**src/rtl/remap_pkg.sv**
```systemverilog
package remap_pkg;
  // Default geometry of the remapper
  localparam int ADDR_W    = 32;
  localparam int APER_BITS = 4;
  localparam int NUM_APER  = 1 << APER_BITS;
  localparam int DATA_W    = 32;
  localparam int OFS_W     = 5;
  localparam int FIELD_W   = APER_BITS;
endpackage

```
**src/rtl/remap_cfg_regs.sv**
```systemverilog
module remap_cfg_regs #(
  parameter int DATA_W   = remap_pkg::DATA_W,
  parameter int FIELD_W  = remap_pkg::FIELD_W,
  parameter int NUM_APER = remap_pkg::NUM_APER,
  parameter int OFS_W    = remap_pkg::OFS_W
) (
  input  logic                         clk,
  input  logic                         rst,
  input  logic                         wr_en,
  input  logic [OFS_W-1:0]             wr_addr,
  input  logic [DATA_W-1:0]            wr_data,
  output logic [NUM_APER*FIELD_W-1:0]  act_sel,
  output logic [NUM_APER*FIELD_W-1:0]  act_off
);
  localparam int PER_REG = DATA_W / FIELD_W;
  localparam int NREG    = NUM_APER / PER_REG;
  localparam int WORD_W  = OFS_W - 2;
  localparam int UPD_IDX = 2 * NREG;

  logic [FIELD_W-1:0] sh_sel [NUM_APER];
  logic [FIELD_W-1:0] sh_off [NUM_APER];
  logic [FIELD_W-1:0] ac_sel [NUM_APER];
  logic [FIELD_W-1:0] ac_off [NUM_APER];

  logic [WORD_W-1:0] word;
  logic              aligned;
  logic              commit;

  assign word    = wr_addr[OFS_W-1:2];
  assign aligned = (wr_addr[1:0] == 2'b00);
  assign commit  = wr_en && aligned && (word == WORD_W'(UPD_IDX)) && wr_data[0];

  always_ff @(posedge clk) begin
    if (rst) begin
      for (int i = 0; i < NUM_APER; i++) begin
        sh_sel[i] <= FIELD_W'(1);
        sh_off[i] <= FIELD_W'(i);
        ac_sel[i] <= FIELD_W'(1);
        ac_off[i] <= FIELD_W'(i);
      end
    end else begin
      if (wr_en && aligned) begin
        for (int r = 0; r < NREG; r++) begin
          for (int k = 0; k < PER_REG; k++) begin
            if (word == WORD_W'(r))
              sh_sel[r*PER_REG+k] <= wr_data[k*FIELD_W +: FIELD_W];
            if (word == WORD_W'(NREG + r))
              sh_off[r*PER_REG+k] <= wr_data[k*FIELD_W +: FIELD_W];
          end
        end
      end
      if (commit) begin
        for (int i = 0; i < NUM_APER; i++) begin
          ac_sel[i] <= sh_sel[i];
          ac_off[i] <= sh_off[i];
        end
      end
    end
  end

  for (genvar g = 0; g < NUM_APER; g++) begin : g_pack
    assign act_sel[g*FIELD_W +: FIELD_W] = ac_sel[g];
    assign act_off[g*FIELD_W +: FIELD_W] = ac_off[g];
  end

  // the active map moves only on a commit
  a_r6_active_held: assert property (@(posedge clk) disable iff (rst)
    !commit |=> ($stable(act_sel) && $stable(act_off)));
endmodule

```
**src/rtl/remap_lookup.sv**
```systemverilog
module remap_lookup #(
  parameter int ADDR_W    = remap_pkg::ADDR_W,
  parameter int APER_BITS = remap_pkg::APER_BITS,
  parameter int NUM_APER  = remap_pkg::NUM_APER
) (
  input  logic [ADDR_W-1:0]             addr,
  input  logic [NUM_APER*APER_BITS-1:0] sel_vec,
  input  logic [NUM_APER*APER_BITS-1:0] off_vec,
  output logic [APER_BITS-1:0]          slave,
  output logic [ADDR_W-1:0]             xaddr,
  output logic                          decerr
);
  localparam int LOW_W = ADDR_W - APER_BITS;

  logic [APER_BITS-1:0] ap;
  logic [APER_BITS-1:0] sel;
  logic [APER_BITS-1:0] off;

  always_comb begin
    ap     = addr[ADDR_W-1 -: APER_BITS];
    sel    = sel_vec[ap*APER_BITS +: APER_BITS];
    off    = off_vec[ap*APER_BITS +: APER_BITS];
    decerr = (sel == '0);
    slave  = sel;
    xaddr  = {off, addr[LOW_W-1:0]};
  end
endmodule

```
**src/rtl/aperture_remap.sv**
```systemverilog
module aperture_remap #(
  parameter int ADDR_W    = remap_pkg::ADDR_W,
  parameter int APER_BITS = remap_pkg::APER_BITS,
  parameter int DATA_W    = remap_pkg::DATA_W,
  parameter int OFS_W     = remap_pkg::OFS_W
) (
  input  logic                 clk,
  input  logic                 rst,
  input  logic                 cfg_wr_en,
  input  logic [OFS_W-1:0]     cfg_wr_addr,
  input  logic [DATA_W-1:0]    cfg_wr_data,
  input  logic                 req_valid,
  input  logic [ADDR_W-1:0]    req_addr,
  output logic                 rsp_valid,
  output logic [APER_BITS-1:0] rsp_slave,
  output logic [ADDR_W-1:0]    rsp_addr,
  output logic                 rsp_decerr
);
  localparam int NUM_APER = 1 << APER_BITS;
  localparam int LOW_W    = ADDR_W - APER_BITS;

  logic [NUM_APER*APER_BITS-1:0] act_sel;
  logic [NUM_APER*APER_BITS-1:0] act_off;
  logic [APER_BITS-1:0]          lk_slave;
  logic [ADDR_W-1:0]             lk_addr;
  logic                          lk_decerr;

  remap_cfg_regs #(
    .DATA_W(DATA_W), .FIELD_W(APER_BITS), .NUM_APER(NUM_APER), .OFS_W(OFS_W)
  ) u_cfg (
    .clk(clk), .rst(rst), .wr_en(cfg_wr_en), .wr_addr(cfg_wr_addr),
    .wr_data(cfg_wr_data), .act_sel(act_sel), .act_off(act_off)
  );

  remap_lookup #(
    .ADDR_W(ADDR_W), .APER_BITS(APER_BITS), .NUM_APER(NUM_APER)
  ) u_lookup (
    .addr(req_addr), .sel_vec(act_sel), .off_vec(act_off),
    .slave(lk_slave), .xaddr(lk_addr), .decerr(lk_decerr)
  );

  always_ff @(posedge clk) begin
    if (rst) begin
      rsp_valid  <= 1'b0;
      rsp_slave  <= '0;
      rsp_addr   <= '0;
      rsp_decerr <= 1'b0;
    end else begin
      rsp_valid <= req_valid;
      if (req_valid) begin
        rsp_slave  <= lk_slave;
        rsp_addr   <= lk_addr;
        rsp_decerr <= lk_decerr;
      end
    end
  end

  // one-clock latency, and the result is held while idle
  a_r2_valid_follows: assert property (@(posedge clk) disable iff (rst)
    req_valid |=> rsp_valid);
  a_r2_idle_hold: assert property (@(posedge clk) disable iff (rst)
    !req_valid |=> (!rsp_valid && $stable(rsp_addr) && $stable(rsp_slave)));
  // the low address bits are never altered
  a_r3_low_pass: assert property (@(posedge clk) disable iff (rst)
    req_valid |=> (rsp_addr[LOW_W-1:0] == $past(req_addr[LOW_W-1:0])));
  // a decode error always reports port 0
  a_r9_decerr_port: assert property (@(posedge clk) disable iff (rst)
    rsp_valid |-> (rsp_decerr == (rsp_slave == '0)));
endmodule

```
**config.mk**
```make
export PLATFORM = sky130hd
export DESIGN_NAME = aperture_remap
export DESIGN_NICKNAME = d
export VERILOG_FILES = /design/src/rtl/remap_pkg.sv /design/src/rtl/remap_cfg_regs.sv /design/src/rtl/remap_lookup.sv /design/src/rtl/aperture_remap.sv
export SDC_FILE = /design/constraint.sdc
export NUM_CORES = 1
export LEC_CHECK = 0
export ABC_AREA = 1
export BUFFER_PORTS_ARGS = -buffer_cell sky130_fd_sc_hd__buf_2
export CELL_PAD_IN_SITES_DETAIL_PLACEMENT = 1
export CELL_PAD_IN_SITES_GLOBAL_PLACEMENT = 1
export CORE_MARGIN = 1
export CORE_UTILIZATION = 40
export CTS_CLUSTER_SIZE = 28
export DETAILED_ROUTE_END_ITERATION = 12
export PLACE_DENSITY = 0.81
export SETUP_SLACK_MARGIN = 0.3
export SYNTH_ARGS = -nofsm -noshare
export SYNTH_HDL_FRONTEND = slang
export SYNTH_SLANG_ARGS = --single-unit
```
**constraint.sdc**
```tcl
create_clock -name clk -period 3.7 [get_ports clk]
set_input_delay 0.185 -clock clk [delete_from_list [all_inputs] [get_ports clk]]
set_output_delay 0.185 -clock clk [all_outputs]
set_load 0.005 [all_outputs]
```
# ---- Word level (Yosys, flattened, before mapping)
# Memory sizes are Yosys's and may differ from the RTL's.
# Index checks and enable logic that the tools add are counted.
dict set report op_classes {
  n_addsub 0
  multipliers 0
  div 0
  order_cmp 0
  n_eq_ne 4
  n_shift 2
  mux 85
  bitwise 64
  n_reduce_logical 6
}
# op count
set op_table {}
lappend op_table {{4-bit 2-to-1 mux} 64}
lappend op_table {{64-bit by 7-bit indexed part select with 4-bit output} 2}
lappend op_table {{1-bit bitwise OR} 64}
lappend op_table {{1-bit 2-to-1 mux} 21}
lappend op_table {{3-bit by 2-bit equality test with 1-bit output, second input constant} 2}
lappend op_table {{4-bit zero test} 1}
lappend op_table {{3-bit by 1-bit equality test with 1-bit output, second input constant} 1}
lappend op_table {{3-bit equality test, second input constant} 1}
lappend op_table {{1-bit logical AND} 3}
lappend op_table {{3-bit zero test} 1}
lappend op_table {{2-bit zero test} 1}
dict set report totals {
  register_bits 38
  latch_bits 0
  ramBits 256
  mem_bits_ro 0
  output_inout_bits 38
  word_cells 169
  n_memories 4
}
# name depth width read_ports rd_clocked_by_memory_dff write_ports line_no
set mem_list {}
lappend mem_list {u_cfg.ac_off 16 4 16 0 16 remap_cfg_regs.sv:23} ;# logic [FIELD_W-1:0] ac_off [NUM_APER];
lappend mem_list {u_cfg.ac_sel 16 4 16 0 16 remap_cfg_regs.sv:22} ;# logic [FIELD_W-1:0] ac_sel [NUM_APER];
lappend mem_list {u_cfg.sh_off 16 4 16 0 16 remap_cfg_regs.sv:21} ;# logic [FIELD_W-1:0] sh_off [NUM_APER];
lappend mem_list {u_cfg.sh_sel 16 4 16 0 16 remap_cfg_regs.sv:20} ;# logic [FIELD_W-1:0] sh_sel [NUM_APER];

# ---- Depth between registers and ports, before layout
# Gate-level depths: netlist of run 1.
dict set report depth {
  depth_word 8
  mapped_depth 13
  depth_no_buf 10
}

# ---- By module
# From an unflattened synthesis of run 1, not the netlist that was laid out.
dict set report unflattened {
  hier_cells 1263
  area_unflattened_um2 13016.2
}
# mod instances cells_per_inst area_each_um2 seq_area_each_um2
set modules_own_cells {}
lappend modules_own_cells {remap_cfg_regs 1 703 9892.0 7687.4}
lappend modules_own_cells {remap_lookup 1 323 1587.8 0.0}
lappend modules_own_cells {aperture_remap 1 237 1536.5 760.7}

# ---- Worst setup path before layout of run 1
# OpenSTA, ideal clock, no wires.
dict set report synth_path {
  path_kind {input to register}
  start {input port cfg_wr_addr[1]}
  end {memory u_cfg.ac_off[0][0] in the netlist's numbering, enable pin}
  setup_time_ps 493
  t_arrival_ps 3309
  setup_slack_ps -101
  cell_stages 7
  path_buffers 0
  cell_sequence {nor2_1 > nand2_1 > inv_2 > nand2_1 > nor2_1 > inv_1 > nand2_1}
}
# element line_no
set synth_rtl {}
lappend synth_rtl {{start, declared} aperture_remap.sv:10} ;# input logic [OFS_W-1:0] cfg_wr_addr,
lappend synth_rtl {{end, declared} remap_cfg_regs.sv:23}

==> results of run 1 <==
-- registers in the layout (all words and copies together), names as in the netlist --
signal,cells
u_cfg.ac_off,64
u_cfg.ac_sel,64
u_cfg.sh_off,64
u_cfg.sh_sel,64
rsp_addr,32
rsp_slave,4
rsp_decerr,1
rsp_valid,1
-- per-stage QoR --
| step | util | std cells | power [W] |
|---|---|---|---|
| floorplan | - | 1112 | 0.00418 |
| global placement | 0.442 | 1560 | 0.00437 |
| detailed placement | 0.442 | 1560 | 0.00440 |
| CTS | 0.489 | 1660 | 0.00735 |
| global route | 0.490 | 1661 | 0.00755 |
| finish | 0.490 | 1661 | 0.00732 |
-- power by group --
part | leakage [nW] | internal [W] | total [W] | switching, W
Clock | 0.456 | 0.00166 | 0.00294 | 0.00128
Sequential | 2.83 | 0.00379 | 0.00385 | 0.0000567
Combinational | 2.63 | 0.000180 | 0.000526 | 0.000345
Total | 5.92 | 0.00564 | 0.00732 | 0.00168
-- layout by cell type (no fill, tap or decap), drive strengths merged, types with 38 or more instances in the layout --
cell type and instances:
inv 152, o21ai 74, buf 123, nand2 121
nand3 41, dlygate4sd3 44, or2 48, dfxtp 38
edfxtp 256, nor2 291
-- routing by layer --
layer | routed length (µm) | up-vias | global-route usage
li1 | - | 3885 | -
met1 | 13200 | 4069 | 0.257
met2 | 16000 | 238 | 0.377
met3 | 1510 | 53 | 0.0287
met4 | 744 | 0 | 0.0525
met5 | 0 | - | 0
-- how the worst max path moves through the flow --
stage	start	end	slack [ps]
floorplan	cfg_wr_addr[1]	u_cfg.ac_off[0][0]	1150
global placement	cfg_wr_addr[1]	u_cfg.sh_off[3][2]	1140
detailed placement	cfg_wr_addr[1]	u_cfg.sh_off[6][3]	950
CTS	cfg_wr_addr[4]	u_cfg.sh_off[6][3]	1120
global route	cfg_wr_addr[4]	u_cfg.sh_off[1][2]	1000
finish	cfg_wr_addr[4]	u_cfg.sh_off[6][3]	1100
-- synthesized netlist by cell type, drive strengths merged --
library cell	count
clkbuf	31
nand3	41
nand2	121
o221ai	12
edfxtp	256
clkinv	2
inv	153
nor2	291
nor3	4
or2	48
o21ai	74
o211ai	9
buf	27
a21oi	1
dfxtp	38
o22ai	4
-- worst register-to-register path, cell delays in order (launching register included) --
cell and delay [ps]:
edfxtp_1 390, o21ai_0 310, o221ai_1 240, nand3_1 180
nand3_1 110, nand2_1 90, inv_1 30
-- what timing repair did --
action / in CTS / in global routing
setup buffers: 0 / 0
hold buffers: 44 / 0
hold endpoints to repair: 66 / 0
-- final cells by class --
type | count | area share
clock buffers | 35 | 0.0554
clock inverters | 21 | 0.0110
inverters | 155 | 0.0408
multi-input cells | 605 | 0.186
flip-flops and latches | 294 | 0.592
well taps | 384 | 0.0337
repair buffers | 167 | 0.0804
-- logic make-up after synthesis --
| group | after synthesis |
|---|---|
| and+or+nand+nor | 505 |
| DFF | 294 |
| buffers and inverters | 213 |
| AOI/OAI and AO/OA | 100 |
==> flow_summary.ini, run 1 <==
[sta]
period_minus_slack_ps = 2600
worst_pin_slew_ps = 1070
tns_ps = 0
setup_violations = 0
rsz0062_at_grt = false
whs_ps = 2.27
slew-limit-headroom = 0.281
slew_violations = 0
clock_skew_ps = 9.42
timing.final.crit_share = 0.703
fin_ws_ps = 1100
hold_viol = 0
maxClockFrequency_mhz = 385

[placed_design]
globalplace.congestion = 0.733
dp_slack_ps = 946
dp_hpwl_mm = 18.9
placed_cell_area_um2 = 12800
io_buffers = 110

[routing]
routed_wl_mm = 31.5
firstDrtPassIters = 5
via_per_inst = 4.96
wl_per_cell_um = 19.0
vias = 8245
drc_errors = 0
ant_nets = 0
drtIter0Drc = 563

[grt]
grt_use_total = 0.207
grt_max_degree = 81
grt_pass1_vias = 8883
grt_pass1_wl_mm = 48.8
antenna_found_initial = 0
grt-ovfl-total = 0

[synthesis]
synth-xor-area-share = 0
ys_seq_area_frac = 0.706
syn_area_per_cell_um2 = 10.8
synth_top_family_by_area = simple AND/OR/NAND/NOR gates
ys_ff_latch = 294
syn_inst = 1112
synth_area_leader_cell = edfxtp_1
synth_cell_type_count = 22
yosys.area_share.simple = 0.173
yosys.area_share.adder = 0
synth_warnings = 0
synth_area_um2 = 12000
synth-compound-area-share = 0.0482
synth_area_leaders = edfxtp_1 (64%), nor2_1 (9.1%), dfxtp_1 (6.4%), inv_1 (4.6%), nand2_1 (3.8%)
synth_fp_nets = 1185
synthMuxAreaShare = 0
yosys.area.top_type_share = 0.643

[worst_hold_path]
min_path_type = input pin to flop
worstHoldPathCells = 3
hp-start = cfg_wr_data[23]
hold_path_end = u_cfg.sh_off[13][3]

[run]
drv_cap = 0

[setup_path]
max_stage_delay_ps = 820
critical_path_buf_inv_count = 4
reg2reg_from = u_cfg.ac_off[1][5]
arrival_ps = 2980
ff2ff_setup_slack_ps = 2250
cp_top_family = buffers and inverters
reg2reg_to = rsp_addr[29]
end_kind = flop
worstPathCellList = dlygate4sd3_1 > buf_2 > nor3_1 > inv_1 > nor2_1 > inv_1 > nor2_1
worst-path-max-fanout = 20
slowest_stage = nor2_1
path_class = input pin to flop
rr_worst_depth = 6
crit_cells = 7
critPathRequiredTime_ps = 4080
startpoint_type = input pin

[clocking]
clk_pin_slew_ps = 60
h-tree-depth = 1
clk_latency_ps = 550
cts-root-buf = clkbuf_16
cts_tree = done
numCtsBuffers = 30
post_cts_resized = 0
clock-sinks = 294
clock_path_buffers = 3

[run_status]
status = finished clean

[layout]
stdcell_area_um2 = 14300
multi_input_area_um2 = 2660
fill_cells = 3147
fin_nets = 1326
diodes = 0
register_area_um2 = 8450
drive_gt1_frac = 0.173
area_delta_synth_final_pct = 19.2

[floorplan]
core_um2 = 29100
initial_core_util = 0.411
die_w_um = 175
num_rows = 62
die_height_um = 175
dieArea_um2 = 30600
io_pins = 111

[power_and_ir_drop]
peakVddDrop_v = 0.000357
leakage_nw = 5.92
powerDensity_nw_per_um2 = 513
No activity file was read; power rests on OpenSTA's default activity.
==> inputs of run 2 (changes only) <==
Settings changed: ABC_AREA 1 to 0, PLACE_DENSITY 0.81 to 0.75.
Clock period 3.7 ns to 2.7 ns, I/O delays scaled along.
==> flow_summary.ini, run 2 <==
[run_status]
status = finished clean

[layout]
diodes = 0
fill_cells = 2831
fin_nets = 1007
stdcell_area_um2 = 14500
fin_util = 0.504
drive_gt1_frac = 0.287
multi_input_area_um2 = 3130
register_area_um2 = 8450
area_delta_synth_final_pct = 23.4
final_common_cell = edfxtp_1
final_cell_mix = edfxtp_1 (256), buf_2 (109), and2_1 (90), nor2_1 (62), dlygate4sd3_1 (58)

[power_and_ir_drop]
finalPower_w = 0.0101
powerDensity_nw_per_um2 = 692
leakage_nw = 5.42
peakVddDrop_v = 0.000482

[sta]
period_minus_slack_ps = 1940
worst_pin_slew_ps = 1090
whs_ps = 9.07
timing.final.crit_share = 0.718
rsz0062_at_grt = false
clock_skew_ps = 9.23
setup_violations = 0
slew_violations = 0
maxClockFrequency_mhz = 516
tns_ps = 0
slew-limit-headroom = 0.273
hold_viol = 0

[synthesis]
syn_inst = 750
synth_area_leaders = edfxtp_1 (65%), dfxtp_1 (6.5%), mux4_2 (5.9%), and2_1 (4.8%), mux2i_1 (3.1%)
synth_fp_nets = 823
yosys.area.top_type_share = 0.652
synth_area_leader_cell = edfxtp_1
syn_area_per_cell_um2 = 15.7
ys_seq_area_frac = 0.717
ys_ff_latch = 294
synth.most_common_cell = edfxtp_1
ys_top_cells_by_count = edfxtp_1 (256), and2_1 (90), nor2_1 (62)
synth-main-ff-cell = edfxtp_1
synth_area_um2 = 11800
async_reset_ff_frac = 0
synth_cell_type_count = 33
synth_warnings = 0
synth_edf_count = 256

[floorplan]
initial_core_util = 0.408
die_w_um = 174
num_rows = 62
die_height_um = 174
core_um2 = 28900
io_pins = 111
dieArea_um2 = 30200

[grt]
grt_pass1_vias = 7536
grt-ovfl-total = 0
grt_max_degree = 84
grt_use_total = 0.189
grt_pass1_wl_mm = 43.1
antenna_found_initial = 1

[placed_design]
dp_hpwl_mm = 18.2
globalplace.congestion = 0.740
io_buffers = 110
placed_cell_area_um2 = 13000

[routing]
firstDrtPassIters = 4
via_per_inst = 4.97
ant_nets = 0
drc_errors = 0
vias = 6674
routed_wl_mm = 28.1
drtIter0Drc = 323
wl_per_cell_um = 20.9

[clocking]
post_cts_resized = 0
numCtsBuffers = 31
h-tree-depth = 1
cts_tree = done
clk_latency_ps = 550
clock-sinks = 294
clk_pin_slew_ps = 60
cts-root-buf = clkbuf_16
clock_path_buffers = 3

[setup_path]
worstPathCellList = mux4_1 > a22oi_1 > nand3_1 > or4b_4 > o32ai_2
startpoint_type = flop
arrival_ps = 2400
max_stage_delay_ps = 510
path_class = flop to flop
slowest_stage = mux4_1
critPathRequiredTime_ps = 3160
worst-path-max-fanout = 2
end_kind = flop

[run]
drv_cap = 0

[worst_hold_path]
min_path_type = input pin to flop
[run 2: cell count changes after synthesis, sizes merged, moves of 39 or more]
cell   previous run  this run
nand2           121         3
nor2            291        63
inv             153        13
or3               0        44
nor2b             0        39
and2              0        90
o21ai            74         0
[run 2: critical path, delay by kind of cell (launching register included)]
kind	cells	cell delay [ps]
compound gates	2	290
mux	1	510
flops	1	390
simple gates	2	650
[run 2: what timing repair did]
item	CTS	global route
buffers inserted	0	0
hold buffers	58	0
hold endpoints to repair	130	0
[run 2: per-stage QoR]
step / cells / setup slack (ps)
global route: 1342 / 730
CTS: 1342 / 738
finish: 1342 / 762
floorplan: 750 / 303
global placement: 1227 / 502
detailed placement: 1227 / 446
[run 2: worst paths after layout]
| check | start | end | slack [ps] | cells after the start |
|---|---|---|---|---|
| worst max register to register | u_cfg.ac_sel[0][0] | rsp_decerr | 760 | 5 |
| worst min register to register | rsp_addr[23] | rsp_addr[23] | 490 | 2 |
| worst min-delay path | cfg_wr_data[21] | u_cfg.sh_off[13][1] | 9 | 3 |
| worst max-delay path | u_cfg.ac_sel[0][0] | rsp_decerr | 760 | 5 |
[run 2: metal layers]
| layer | GRT usage | routed length, µm |
|---|---|---|
| met5 | 0 | 0 |
| met4 | 0.0607 | 820 |
| met3 | 0.0281 | 1150 |
| met2 | 0.355 | 14800 |
| met1 | 0.220 | 11300 |
[run 2: where the power goes]
group | internal [W] | leakage (nW) | switching, W
logic | 0.000328 | 2.13 | 0.000364
registers | 0.00520 | 2.83 | 0.0000805
clock network | 0.00240 | 0.463 | 0.00170
total | 0.00792 | 5.42 | 0.00215
[run 2: cell families after synthesis]
kind of cell           Yosys count  synth area share
DFF                            294             0.717
AOI/OAI and AO/OA                7           0.00552
and+or+nand+nor                316             0.155
buffers and inverters           59            0.0201
muxes                           74             0.103
[run 2: final cells by class]
cell class | instances | area share
flip-flops and latches | 294 | 0.581
clock inverters | 18 | 0.0121
multi-input cells | 397 | 0.215
inverters | 13 | 0.00336
repair buffers | 197 | 0.0998
clock buffers | 39 | 0.0554
well taps | 384 | 0.0330
